`src/rtl/sram_async_ctrl.sv`:
```
module sram_async_ctrl #(
  parameter int ADDR_W    = 17,
  parameter int DATA_W    = 8,
  parameter int CLK_PS    = 8000,
  parameter int T_AA_PS   = 10000,
  parameter int T_OE_PS   = 5000,
  parameter int T_WC_PS   = 10000,
  parameter int T_WP_PS   = 7000,
  parameter int T_AW_PS   = 8000,
  parameter int T_CW_PS   = 8000,
  parameter int T_DW_PS   = 5000,
  parameter int T_OHZ_PS  = 3000
) (
  input  logic              clk,
  input  logic              rst_n,
  input  logic              req,
  input  logic              req_wr,
  input  logic [ADDR_W-1:0] req_addr,
  input  logic [DATA_W-1:0] req_wdata,
  output logic              ack,
  output logic [DATA_W-1:0] rd_data,
  output logic [ADDR_W-1:0] mem_addr,
  output logic              mem_ce_n,
  output logic              mem_we_n,
  output logic              mem_oe_n,
  output logic [DATA_W-1:0] mem_dq_o,
  output logic              mem_dq_oe,
  input  logic [DATA_W-1:0] mem_dq_i
);

  function automatic int cyc(input int ps);
    int c;
    c = (ps + CLK_PS - 1) / CLK_PS;
    return (c < 1) ? 1 : c;
  endfunction

  function automatic int imax(input int a, input int b);
    return (a > b) ? a : b;
  endfunction

  localparam int N_RD = imax(cyc(T_AA_PS), cyc(T_OE_PS));
  localparam int N_WP = imax(imax(cyc(T_WP_PS), cyc(T_DW_PS)),
                             imax(cyc(T_AW_PS), cyc(T_CW_PS)));
  localparam int N_WH = imax(1, cyc(T_WC_PS) - 1 - N_WP);
  localparam int N_TA = cyc(T_OHZ_PS);
  localparam int N_MAX = imax(imax(N_RD, N_WP), imax(N_WH, N_TA));
  localparam int CW = $clog2(N_MAX + 1);

  typedef enum logic [2:0] {S_IDLE, S_WSET, S_WPUL, S_WHLD, S_RACC} state_t;

  state_t          state;
  logic [CW-1:0]   cnt;
  logic [CW-1:0]   rel;
  logic            cnt_done;

  assign cnt_done = (cnt == '0);

  always_ff @(posedge clk or negedge rst_n) begin
    if (!rst_n) begin
      state     <= S_IDLE;
      cnt       <= '0;
      rel       <= '0;
      ack       <= 1'b0;
      rd_data   <= '0;
      mem_addr  <= '0;
      mem_ce_n  <= 1'b1;
      mem_we_n  <= 1'b1;
      mem_oe_n  <= 1'b1;
      mem_dq_o  <= '0;
      mem_dq_oe <= 1'b0;
    end else begin
      ack <= 1'b0;
      if (rel != '0) rel <= rel - 1'b1;
      case (state)
        S_IDLE: begin
          if (req && !ack) begin
            if (!req_wr) begin
              mem_addr <= req_addr;
              mem_ce_n <= 1'b0;
              mem_oe_n <= 1'b0;
              cnt      <= CW'(N_RD - 1);
              state    <= S_RACC;
            end else if (rel == '0) begin
              mem_addr  <= req_addr;
              mem_dq_o  <= req_wdata;
              mem_ce_n  <= 1'b0;
              mem_dq_oe <= 1'b1;
              state     <= S_WSET;
            end
          end
        end
        S_WSET: begin
          mem_we_n <= 1'b0;
          cnt      <= CW'(N_WP - 1);
          state    <= S_WPUL;
        end
        S_WPUL: begin
          if (cnt_done) begin
            mem_we_n <= 1'b1;
            cnt      <= CW'(N_WH - 1);
            state    <= S_WHLD;
          end else begin
            cnt <= cnt - 1'b1;
          end
        end
        S_WHLD: begin
          if (cnt_done) begin
            mem_ce_n  <= 1'b1;
            mem_dq_oe <= 1'b0;
            ack       <= 1'b1;
            state     <= S_IDLE;
          end else begin
            cnt <= cnt - 1'b1;
          end
        end
        S_RACC: begin
          if (cnt_done) begin
            rd_data  <= mem_dq_i;
            mem_ce_n <= 1'b1;
            mem_oe_n <= 1'b1;
            ack      <= 1'b1;
            rel      <= CW'(N_TA - 1);
            state    <= S_IDLE;
          end else begin
            cnt <= cnt - 1'b1;
          end
        end
        default: state <= S_IDLE;
      endcase
    end
  end

endmodule

```
`config.mk`:
```
export PLATFORM = sky130hd
export DESIGN_NAME = sram_async_ctrl
export DESIGN_NICKNAME = d
export VERILOG_FILES = /design/src/rtl/sram_async_ctrl.sv
export SDC_FILE = /design/constraint.sdc
export NUM_CORES = 1
export LEC_CHECK = 0
export BUFFER_PORTS_ARGS = -buffer_cell sky130_fd_sc_hd__buf_2
export CELL_PAD_IN_SITES_DETAIL_PLACEMENT = 1
export CELL_PAD_IN_SITES_GLOBAL_PLACEMENT = 1
export CORE_ASPECT_RATIO = 0.5
export CORE_MARGIN = 1.5
export CORE_UTILIZATION = 39
export CTS_BUF_LIST = sky130_fd_sc_hd__clkbuf_8
export DETAILED_ROUTE_END_ITERATION = 10
export GPL_ROUTABILITY_DRIVEN = 0
export PLACE_DENSITY_LB_ADDON = 0.1
export SYNTH_ARGS = -nofsm -noshare
export SYNTH_HDL_FRONTEND = slang
export SYNTH_SLANG_ARGS = --single-unit
```
`constraint.sdc`:
```
create_clock -name clk -period 1.95 [get_ports clk]
set_input_delay 0.39 -clock clk [delete_from_list [all_inputs] [get_ports clk]]
set_output_delay 0.39 -clock clk [all_outputs]
set_load 0.02 [all_outputs]
```
==> impl_metrics.env <==
export IMPL_grt_pass1_wl_um=7230
export IMPL_antenna_found_initial=0
export IMPL_cellLeakagePower_nw=1.27
export IMPL_overflow=0
export IMPL_setup_ws_ns=0.155
export IMPL_crit_chain="inv_1 > ha_1 > nor4bb_2 > buf_12 > mux2_1"
export IMPL_ioPinCount=75
export IMPL_htreeDepth=2
export IMPL_synth_xor_area_frac=0
export IMPL_finalPower_mw=4.17
export IMPL_drv_slew=0
export IMPL_ir_worst_vdd_v=0.000699
export IMPL_drc_errors=0
export IMPL_clk_pin_slew_ns=0.10
export IMPL_cp_required_ns=2.12
export IMPL_io_buffers=74
export IMPL_area_growth_pct=30.7
export IMPL_dieArea_um2=5470
export IMPL_synthFlopType="dfrtp_1"
export IMPL_drtIter0Drc=16
export IMPL_clkSinkCount=45
export IMPL_r2r_start="cnt[0]"
export IMPL_cts_setup_buffers=0
export IMPL_clock_path_buffers=2
export IMPL_hold_path_class="in -> async"
export IMPL_setup_viol=0
export IMPL_fmax_mhz=557
export IMPL_dpl_cell_area_um2=2460
export IMPL_start_kind="register"
export IMPL_finalCritPeriodShare=0.920
export IMPL_cap_violations=0
export IMPL_start_util=0.425
export IMPL_ant_nets=0
export IMPL_utilization=0.556
export IMPL_grt_pass1_vias=1560
export IMPL_yosys_area_share_simple=0.104
export IMPL_startpoint="cnt[0]"
export IMPL_insertion_delay_ns=0.30
export IMPL_reg2regPathDepth=5
export IMPL_numCtsBuffers=5
export IMPL_grt_max_degree=23
export IMPL_rows=17
export IMPL_syn_inst=147
export IMPL_fin_cells=294
export IMPL_cp_max_fo=9
export IMPL_wl_um=4320
export IMPL_synth_compound_area_frac=0.0711
export IMPL_holdWs_ns=0.0288
export IMPL_maxSlewHeadroom=0.696
export IMPL_syn_cell_area_um2=1950
export IMPL_rsz0062_at_grt="no"
export IMPL_final_common_cell="buf_2"
export IMPL_pre_cts_slack_ns=0.149
export IMPL_r2r_end="rd_data[7]"
export IMPL_r2r_setup_slack_ns=0.16
export IMPL_ys_types=42
export IMPL_firstDrtPassIters=4
export IMPL_critical_path_class="reg -> reg"
export IMPL_synth_edff_count=0
export IMPL_via_per_inst=5.02
export IMPL_async_flop_share=1.00
export IMPL_ys_ff_latch=45
export IMPL_antennaDiodeCount=0
export IMPL_cts_tree="done"
export IMPL_outcome="completed"
export IMPL_synth_mux_area_frac=0.196
export IMPL_critPathSlowestCell="dfrtp_1"
export IMPL_layout_common_cells="74 x buf_2, 42 x dfrtp_1, 33 x mux2_1"
export IMPL_hold_viol_final=0
export IMPL_grt_util_all_layers=0.176
export IMPL_die_x_um=103
export IMPL_synth_top_family_by_area="multiplexers"
export IMPL_ctsResizeCount=0
export IMPL_synth_fa_ha_area_frac=0.0192
export IMPL_arrival_ns=1.97
export IMPL_power_density_nw_per_um2=1630
export IMPL_synth_seq_area_share=0.578
export IMPL_totalNegativeSetupSlack_ns=0
export IMPL_wl_per_cell_um=14.7
export IMPL_die_y_um=53.0
export IMPL_drive_gt1_frac=0.443
export IMPL_dp_hpwl_um=3330
export IMPL_syn_avg_cell_area_um2=13.3
export IMPL_clock_skew_final_ns=0.0119
export IMPL_cp_end_kind="register"
export IMPL_cts_root_buf="clkbuf_8"
export IMPL_worstMarginPinSlew_ns=0.449
export IMPL_final_cell_area_um2=2550
export IMPL_n_fill_cell=520
export IMPL_via_count=1477
export IMPL_cts_hold_fix_buffers=0
export IMPL_nets=267
export IMPL_core_um2=4590
export IMPL_synth_nets=187
export IMPL_ys_warn_count=0
export IMPL_cpPeakStageDelay_ns=0.43
export IMPL_dp_cells=286
export IMPL_period_minus_slack_ns=1.79
[worst max path at each step]
stage / slack (ns) / cells past startpoint / endpoint
final: 0.16 / 5 / rd_data[7]
after floorplan: 0.31 / 6 / cnt[1]
after global routing: 0.03 / 5 / rd_data[1]
after global placement: 0.25 / 5 / rd_data[3]
after CTS: 0.14 / 5 / rd_data[7]
after detailed placement: 0.15 / 5 / rd_data[7]
[critical path: cells and delay by family, from the launching register on]
kind	cells	cell delay (ns)
buffers and inverters	2	0.31
muxes	1	0.33
adders and majority gates	1	0.20
DFF	1	0.43
and+or+nand+nor	1	0.41
[cells by family after synthesis]
kind of cell | Yosys count
muxes | 34
buffers and inverters | 14
DFF | 45
AOI/OAI and AO/OA | 21
and+or+nand+nor | 30
adders and majority gates | 3
[synth_stat cells (all sizes together) (2+ instances only)]
cell,instances,area [µm²]
nand3,2,15.0
nand2,4,15.0
or3b,2,20.0
and3,3,18.8
dfstp,3,78.8
inv,4,15.0
a21oi,3,15.0
nor2,3,11.3
clkbuf,3,11.3
nor3b,3,22.5
o21ai,8,40.0
buf,7,33.8
ha,3,37.5
nor3,3,20.0
dfrtp,42,1050
mux2,34,383
nor2b,2,12.5
[metal layers]
layer  vias to the layer above  track usage  wire (µm)
met5                         -            0          0
met4                         0       0.0338         19
met3                         4       0.0621        275
met2                        41        0.310       2200
met1                       742        0.212       1830
li1                        690            -          -
[state kept, by name, indices dropped and copies added, names as in the netlist]
| register | flops |
|---|---|
| ack | 1 |
| cnt | 2 |
| mem_addr | 17 |
| mem_ce_n | 1 |
| mem_dq_o | 8 |
| mem_dq_oe | 1 |
| mem_oe_n | 1 |
| mem_we_n | 1 |
| rd_data | 8 |
| rel | 2 |
| state | 3 |
[layout make-up]
class                           instances  area [µm²]  area share
Clock buffer                            5        68.8      0.0269
Clock inverter                          3        25.0     0.00980
Inverter                                4        15.0     0.00588
Multi-Input combinational cell         88         769       0.301
Sequential cell                        45        1130       0.442
Tap cell                               66        82.6      0.0323
Timing Repair Buffer                   83         463       0.181
[where the power goes]
part / switching [mW] / leakage (nW) / internal (mW)
clock network: 0.344 / 0.0447 / 0.259
registers: 0.260 / 0.551 / 1.39
logic: 1.11 / 0.677 / 0.799
total: 1.72 / 1.27 / 2.45
No activity file was read; power rests on OpenSTA's default activity.
